===== src/rtl/chain_fwd_pkg.sv =====
// Shared constants and types for the daisy-chain frame forwarder.
// Assumes the header is always byte 0, the footer sits just before the
// checksum, and the checksum is the last byte of the frame.
package chain_fwd_pkg;
    localparam int BYTE_W      = 8;
    localparam int FRAME_BYTES = 11;
    localparam int HOP_LO      = 4;
    localparam int HOP_W       = 4;
    localparam int LOCAL_HOP   = 1;

    typedef enum logic {
        DEST_DOWN  = 1'b0,
        DEST_LOCAL = 1'b1
    } dest_e;
endpackage


===== src/rtl/chain_frame_tracker.sv =====
// Tracks the byte position inside an incoming frame.
// A first-flagged byte always restarts at position 0; an unflagged byte is
// accepted only while fewer than FRAME_LEN bytes have been taken.
// Assumes valid and first are meaningful only together (first implies valid).
module chain_frame_tracker #(
    parameter int FRAME_LEN = 11,
    parameter int POS_W     = $clog2(FRAME_LEN + 1)
) (
    input  logic             clk,
    input  logic             rst_n,
    input  logic             beat_valid,
    input  logic             beat_first,
    output logic [POS_W-1:0] pos,
    output logic             accept
);
    logic [POS_W-1:0] pos_q;

    // Current byte position and acceptance decision.
    always_comb begin
        pos    = beat_first ? '0 : pos_q;
        accept = beat_valid && (beat_first || (pos_q < POS_W'(FRAME_LEN)));
    end

    // Advance the position on every accepted byte; idle means "frame closed".
    always_ff @(posedge clk) begin
        if (!rst_n) begin
            pos_q <= POS_W'(FRAME_LEN);
        end else if (accept) begin
            pos_q <= POS_W'(pos + 1'b1);
        end
    end
endmodule


===== src/rtl/chain_req_router.sv =====
// Request path: picks the destination from the hop field of the header,
// lowers a hop count of two or more by one, and corrects the checksum byte
// by the change made to the header. One register stage, no buffering.
// Assumes the header is the first byte and FRAME_LEN is at least 2.
module chain_req_router import chain_fwd_pkg::*; #(
    parameter int BYTE_W    = chain_fwd_pkg::BYTE_W,
    parameter int FRAME_LEN = chain_fwd_pkg::FRAME_BYTES,
    parameter int HOP_LO    = chain_fwd_pkg::HOP_LO,
    parameter int HOP_W     = chain_fwd_pkg::HOP_W,
    parameter int LOCAL_HOP = chain_fwd_pkg::LOCAL_HOP
) (
    input  logic              clk,
    input  logic              rst_n,
    input  logic              in_valid,
    input  logic              in_first,
    input  logic [BYTE_W-1:0] in_data,
    output logic              loc_valid,
    output logic              loc_first,
    output logic [BYTE_W-1:0] loc_data,
    output logic              dn_valid,
    output logic              dn_first,
    output logic [BYTE_W-1:0] dn_data
);
    localparam int POS_W    = $clog2(FRAME_LEN + 1);
    localparam int CSUM_POS = FRAME_LEN - 1;
    localparam logic [BYTE_W-1:0] HOP_ONE = BYTE_W'(1) << HOP_LO;

    logic [POS_W-1:0]  pos;
    logic              accept;
    logic [HOP_W-1:0]  hop;
    logic              hdr_local;
    logic              is_hdr;
    dest_e             dest_now;
    dest_e             dest_q;
    logic [BYTE_W-1:0] byte_out;
    logic [BYTE_W-1:0] adj_q;
    logic [BYTE_W-1:0] data_q;
    logic              first_q;
    logic              loc_v_q;
    logic              dn_v_q;

    chain_frame_tracker #(
        .FRAME_LEN (FRAME_LEN),
        .POS_W     (POS_W)
    ) u_track (
        .clk        (clk),
        .rst_n      (rst_n),
        .beat_valid (in_valid),
        .beat_first (in_first),
        .pos        (pos),
        .accept     (accept)
    );

    // Destination choice and per-byte rewrite of header and checksum.
    always_comb begin
        hop       = in_data[HOP_LO +: HOP_W];
        is_hdr    = (pos == '0);
        hdr_local = (hop == HOP_W'(LOCAL_HOP));
        dest_now  = is_hdr ? (hdr_local ? DEST_LOCAL : DEST_DOWN) : dest_q;
        byte_out  = in_data;
        if (is_hdr && !hdr_local && (hop != '0)) begin
            byte_out = in_data - HOP_ONE;
        end else if (pos == POS_W'(CSUM_POS)) begin
            byte_out = in_data + adj_q;
        end
    end

    // Latch the route and the checksum correction when the header is taken.
    always_ff @(posedge clk) begin
        if (!rst_n) begin
            dest_q <= DEST_DOWN;
            adj_q  <= '0;
        end else if (accept && is_hdr) begin
            dest_q <= dest_now;
            adj_q  <= in_data - byte_out;
        end
    end

    // Output register stage shared by both request destinations.
    always_ff @(posedge clk) begin
        if (!rst_n) begin
            loc_v_q <= 1'b0;
            dn_v_q  <= 1'b0;
            first_q <= 1'b0;
            data_q  <= '0;
        end else begin
            loc_v_q <= accept && (dest_now == DEST_LOCAL);
            dn_v_q  <= accept && (dest_now == DEST_DOWN);
            first_q <= accept && in_first;
            data_q  <= byte_out;
        end
    end

    assign loc_valid = loc_v_q;
    assign loc_first = first_q;
    assign loc_data  = data_q;
    assign dn_valid  = dn_v_q;
    assign dn_first  = first_q;
    assign dn_data   = data_q;
endmodule


===== src/rtl/chain_rsp_merger.sv =====
// Response path: merges the local and downstream response streams, ORs the
// stage error flags into the footer and corrects the checksum to match.
// Assumes the two sources never overlap; the local one wins if they do.
module chain_rsp_merger #(
    parameter int BYTE_W    = chain_fwd_pkg::BYTE_W,
    parameter int FRAME_LEN = chain_fwd_pkg::FRAME_BYTES
) (
    input  logic              clk,
    input  logic              rst_n,
    input  logic              dn_valid,
    input  logic              dn_first,
    input  logic [BYTE_W-1:0] dn_data,
    input  logic              loc_valid,
    input  logic              loc_first,
    input  logic [BYTE_W-1:0] loc_data,
    input  logic [BYTE_W-1:0] stage_flags,
    output logic              up_valid,
    output logic              up_first,
    output logic [BYTE_W-1:0] up_data
);
    localparam int POS_W      = $clog2(FRAME_LEN + 1);
    localparam int FOOTER_POS = FRAME_LEN - 2;
    localparam int CSUM_POS   = FRAME_LEN - 1;

    logic              m_valid;
    logic              m_first;
    logic [BYTE_W-1:0] m_data;
    logic [POS_W-1:0]  pos;
    logic              accept;
    logic [BYTE_W-1:0] byte_out;
    logic [BYTE_W-1:0] adj_q;

    // Source selection, local response has priority.
    always_comb begin
        m_valid = loc_valid || dn_valid;
        m_first = loc_valid ? loc_first : dn_first;
        m_data  = loc_valid ? loc_data  : dn_data;
    end

    chain_frame_tracker #(
        .FRAME_LEN (FRAME_LEN),
        .POS_W     (POS_W)
    ) u_track (
        .clk        (clk),
        .rst_n      (rst_n),
        .beat_valid (m_valid),
        .beat_first (m_first),
        .pos        (pos),
        .accept     (accept)
    );

    // Footer merge and checksum correction per byte position.
    always_comb begin
        byte_out = m_data;
        if (pos == POS_W'(FOOTER_POS)) begin
            byte_out = m_data | stage_flags;
        end else if (pos == POS_W'(CSUM_POS)) begin
            byte_out = m_data + adj_q;
        end
    end

    // Checksum correction: cleared at the header, set at the footer.
    always_ff @(posedge clk) begin
        if (!rst_n) begin
            adj_q <= '0;
        end else if (accept && (pos == '0)) begin
            adj_q <= '0;
        end else if (accept && (pos == POS_W'(FOOTER_POS))) begin
            adj_q <= m_data - byte_out;
        end
    end

    // Output register stage toward upstream.
    always_ff @(posedge clk) begin
        if (!rst_n) begin
            up_valid <= 1'b0;
            up_first <= 1'b0;
            up_data  <= '0;
        end else begin
            up_valid <= accept;
            up_first <= accept && m_first;
            up_data  <= byte_out;
        end
    end
endmodule


===== src/rtl/chain_frame_forwarder.sv =====
// Top level of one daisy-chain stage: routes register requests by hop count
// and merges responses back toward the host. Assumes one transaction in
// flight, so neither direction needs backpressure.
module chain_frame_forwarder import chain_fwd_pkg::*; #(
    parameter int BYTE_W    = chain_fwd_pkg::BYTE_W,
    parameter int FRAME_LEN = chain_fwd_pkg::FRAME_BYTES,
    parameter int HOP_LO    = chain_fwd_pkg::HOP_LO,
    parameter int HOP_W     = chain_fwd_pkg::HOP_W,
    parameter int LOCAL_HOP = chain_fwd_pkg::LOCAL_HOP
) (
    input  logic              clk,
    input  logic              rst_n,
    input  logic              up_req_valid,
    input  logic              up_req_first,
    input  logic [BYTE_W-1:0] up_req_data,
    output logic              loc_req_valid,
    output logic              loc_req_first,
    output logic [BYTE_W-1:0] loc_req_data,
    output logic              dn_req_valid,
    output logic              dn_req_first,
    output logic [BYTE_W-1:0] dn_req_data,
    input  logic              dn_rsp_valid,
    input  logic              dn_rsp_first,
    input  logic [BYTE_W-1:0] dn_rsp_data,
    input  logic              loc_rsp_valid,
    input  logic              loc_rsp_first,
    input  logic [BYTE_W-1:0] loc_rsp_data,
    input  logic [BYTE_W-1:0] stage_flags,
    output logic              up_rsp_valid,
    output logic              up_rsp_first,
    output logic [BYTE_W-1:0] up_rsp_data
);
    chain_req_router #(
        .BYTE_W    (BYTE_W),
        .FRAME_LEN (FRAME_LEN),
        .HOP_LO    (HOP_LO),
        .HOP_W     (HOP_W),
        .LOCAL_HOP (LOCAL_HOP)
    ) u_req (
        .clk       (clk),
        .rst_n     (rst_n),
        .in_valid  (up_req_valid),
        .in_first  (up_req_first),
        .in_data   (up_req_data),
        .loc_valid (loc_req_valid),
        .loc_first (loc_req_first),
        .loc_data  (loc_req_data),
        .dn_valid  (dn_req_valid),
        .dn_first  (dn_req_first),
        .dn_data   (dn_req_data)
    );

    chain_rsp_merger #(
        .BYTE_W    (BYTE_W),
        .FRAME_LEN (FRAME_LEN)
    ) u_rsp (
        .clk         (clk),
        .rst_n       (rst_n),
        .dn_valid    (dn_rsp_valid),
        .dn_first    (dn_rsp_first),
        .dn_data     (dn_rsp_data),
        .loc_valid   (loc_rsp_valid),
        .loc_first   (loc_rsp_first),
        .loc_data    (loc_rsp_data),
        .stage_flags (stage_flags),
        .up_valid    (up_rsp_valid),
        .up_first    (up_rsp_first),
        .up_data     (up_rsp_data)
    );
endmodule


===== config.mk =====
export PLATFORM = sky130hd
export DESIGN_NAME = chain_frame_forwarder
export DESIGN_NICKNAME = d
export VERILOG_FILES = /design/src/rtl/chain_fwd_pkg.sv /design/src/rtl/chain_frame_tracker.sv /design/src/rtl/chain_req_router.sv /design/src/rtl/chain_rsp_merger.sv /design/src/rtl/chain_frame_forwarder.sv
export SDC_FILE = /design/constraint.sdc
export NUM_CORES = 1
export LEC_CHECK = 0
export BUFFER_PORTS_ARGS = -buffer_cell sky130_fd_sc_hd__buf_2
export CORE_MARGIN = 2
export CORE_UTILIZATION = 35
export CTS_CLUSTER_SIZE = 8
export DETAILED_ROUTE_END_ITERATION = 10
export PLACE_DENSITY = 0.6
export SKIP_LAST_GASP = 1
export SYNTH_ARGS = -nofsm -noshare
export SYNTH_HDL_FRONTEND = slang
export SYNTH_SLANG_ARGS = --single-unit

===== constraint.sdc =====
create_clock -name clk -period 3.8 [get_ports clk]
set_input_delay 0.19 -clock clk [delete_from_list [all_inputs] [get_ports clk]]
set_output_delay 0.19 -clock clk [all_outputs]
set_load 0.02 [all_outputs]

==> out/results.ini <==
[detailed_routing]
first_iter_violations=109
vias=2958
drcViolationCount=0
route.final.wire_length_mm=7.920
routedWlPerCell_um=13.85
viasPerCell=5.171
ant_nets=0
dr.pass1.iters=4

[synthesis]
syn_area_um2=3289
synth_top_area_share_pct=28.00
synthDistinctLibCells=49
yosys.area.top_type=dfxtp_1
synth_common_cells=dfxtp_1, nor2_1, ha_1, nand2_1, a21oi_1
synth.avg_cell_area_um2=8.328
synth_area_leaders=dfxtp_1, ha_1, mux2i_1
yosysWarnings=0
synth_edf_count=0
yosysMostFrequentCell=dfxtp_1
synth-seq-area-share_pct=28.00
synth_async_sr_flop_share_pct=0
ys.flop_type=dfxtp_1
synthCells=395
syn-num-nets=475
ys_ff_latch=46

[cells_and_area]
fin_cells=572
nets=540
nFillCells=939
seqCellArea_um2=920.9
final_cell_area_um2=3817
drive_gt1_share_pct=21.26
area_growth_pct=16.05
num_antenna_cells=0
finish.utilization_pct=41.51
multiInputGateArea_um2=2180

[floorplanning]
fp-row-count=35
die_y_um=100.9
die_area_um2=10190
die_w_um=100.9
start_util_pct=35.77
fp.coreArea_um2=9196
ios=70

[sta]
min_period_ns=3.236
worstMarginPinSlew_ns=0.6524
fmaxAchievable_mhz=309.0
skew_ns=0.005678
slew_headroom_pct=56.34
grt_setup_unrepaired=no
setup-violations-final=0
hold_violations=0
fin_tns_setup_ns=0
slew_violations=0
finalCritPeriodShare_pct=85.16

[global_routing]
antenna_found_initial=0
grt_pass1_wl_mm=13.05
grt_remaining_overflow=0
grt_max_degree=25
grt_usage_pct=16.13
grt_pass1_vias=2867

[cts]
tritoncts_num_sinks=46
clk_pin_slew_ns=0.10
post_cts_buffers=0
ctsHoldBuffers=0
cts_tree=built
root_buffer=clkbuf_8
insertion_delay_ns=0.31
cts_buffers=5
clockBufferDepth=2
h-tree-depth=2
cts_resized=0

[pwr]
switching_power_uw=484.7
leakage_nw=1.782
power.share.sequential_pct=40.3
internal-power_uw=849.4
power_density_nw_per_um2=349.5
switching_share_pct=36.33
worst_ir_drop_vdd_mv=0.1448
clockPowerShare_pct=24.2
combPwrFrac_pct=35.5

[placement]
finalWeightedCongestion=0.8953
place_inst=564
numPortBuffers=69
detailed_place_hpwl_mm=6.251
placedInstanceArea_um2=3724

[status]
outcome=finished clean

[worst_setup_path]
critPathLaunchType=register
crit_type=register to register
crit_family=compound AO/OA/AOI/OAI gates
worstPathBufferInverterCount=3
crit_path_end_kind=register
crit_fanout=12
crit_chain=nor2b_1 -> inv_1 -> ha_1 -> nor3b_1 -> buf_4 -> o21ai_0 -> ha_1 -> inv_1 -> fa_1 -> nand2_1 -> nand2_1 -> a21o_1 -> a21o_1 -> a21oi_1 -> xor2_1 -> o22ai_1
crit_path_max_incr_delay_ns=0.41
slowest_stage=fa_1
cp.arrival_ns=3.44
cp.required_ns=4.00

[min_path]
hp-class=input port to register

[run]
cap_violations=0

==> power groups by stage <==
stage | registers [mW] | logic, mW | clock network (mW)
after CTS | 0.538 | 0.474 | 0.341
after detailed placement | 0.548 | 0.472 | 0
final | 0.537 | 0.474 | 0.323
after global placement | 0.548 | 0.465 | 0
after floorplan | 0.568 | 0.330 | 0
after global routing | 0.542 | 0.533 | 0.358
==> worst register-to-register path: stages, from the launching register on <==
cell,delay (ns)
dfxtp_1,0.38
nor2b_1,0.19
inv_1,0.10
ha_1,0.20
nor3b_1,0.13
buf_4,0.19
o21ai_0,0.30
ha_1,0.24
inv_1,0.06
fa_1,0.41
nand2_1,0.08
nand2_1,0.05
a21o_1,0.19
a21o_1,0.18
a21oi_1,0.17
xor2_1,0.17
o22ai_1,0.10
==> registers in the layout, indices dropped and copies added, names as in the netlist <==
name,count
u_rsp.adj_q,8
u_rsp.up_first,1
u_rsp.up_valid,1
u_req.adj_q,8
u_req.dn_data,8
u_req.u_track.pos_q,4
u_req.loc_valid,1
u_rsp.u_track.pos_q,4
u_req.dn_valid,1
u_rsp.up_data,8
u_req.dest_q,1
u_req.dn_first,1
==> metal layers <==
layer	global-route usage [%]	share of wire, %	vias up
li1	-	-	1520
met1	19.88	45	1331
met2	27.44	46	88
met3	2.982	4.9	19
met4	6.965	3.5	0
met5	0	0	-
==> logic make-up after synthesis <==
group | synth area share, %
AND/OR/NAND/NOR | 17.69
AO/OA/AOI/OAI | 19.74
flip-flops | 28.00
buffers and inverters | 5.743
adder cells (fa/ha/maj) | 16.13
multiplexers | 7.911
XOR/XNOR | 4.793
==> cell type report <==
| type | instances | area share [%] |
|---|---|---|
| multi-input combinational | 309 | 57.10 |
| sequential | 46 | 24.12 |
| timing repair buffer | 77 | 10.62 |
| tap | 111 | 3.638 |
| inverter | 21 | 2.065 |
| clock buffer | 5 | 1.803 |
| clock inverter | 3 | 0.6555 |
==> final timing paths <==
| check | from | endpoint | slack, ns | depth (start not counted) |
|---|---|---|---|---|
| max reg2reg | u_req.u_track.pos_q[0]$_SDFFE_PN1P_ | u_req.adj_q[6]$_SDFFE_PN0P_ | 0.56 | 16 |
| min reg2reg | u_rsp.adj_q[4]$_SDFFE_PP0P_ | u_rsp.adj_q[4]$_SDFFE_PP0P_ | 0.47 | 2 |
| max | u_req.u_track.pos_q[0]$_SDFFE_PN1P_ | u_req.adj_q[6]$_SDFFE_PN0P_ | 0.56 | 16 |
| min | up_req_data[7] | u_req.dn_data[7]$_SDFF_PN0_ | 0.16 | 3 |
==> layout by cell type, fill, tap and decap left out, types with 6 or more instances in the layout <==
master	n
ha_1	36
nand3_1	10
o21ai_0	23
nand2_1	35
nor2_1	42
nor3_1	13
a21o_1	12
mux2_2	6
xnor2_1	13
a211oi_1	7
mux2i_1	17
buf_4	8
buf_2	69
inv_1	20
dfxtp_1	46
a21oi_1	27
==> per-stage QoR <==
stage	hold WS, ns	total power, mW	setup slack, ns
after floorplan	0.3321	0.8974	0.5760
after global placement	0.4522	1.013	0.3240
after detailed placement	0.4544	1.021	0.2579
after CTS	0.1430	1.353	0.5495
after global routing	0.1399	1.433	0.2636
final	0.1603	1.334	0.5637
Note: power is estimated with default switching activity, not from simulation.
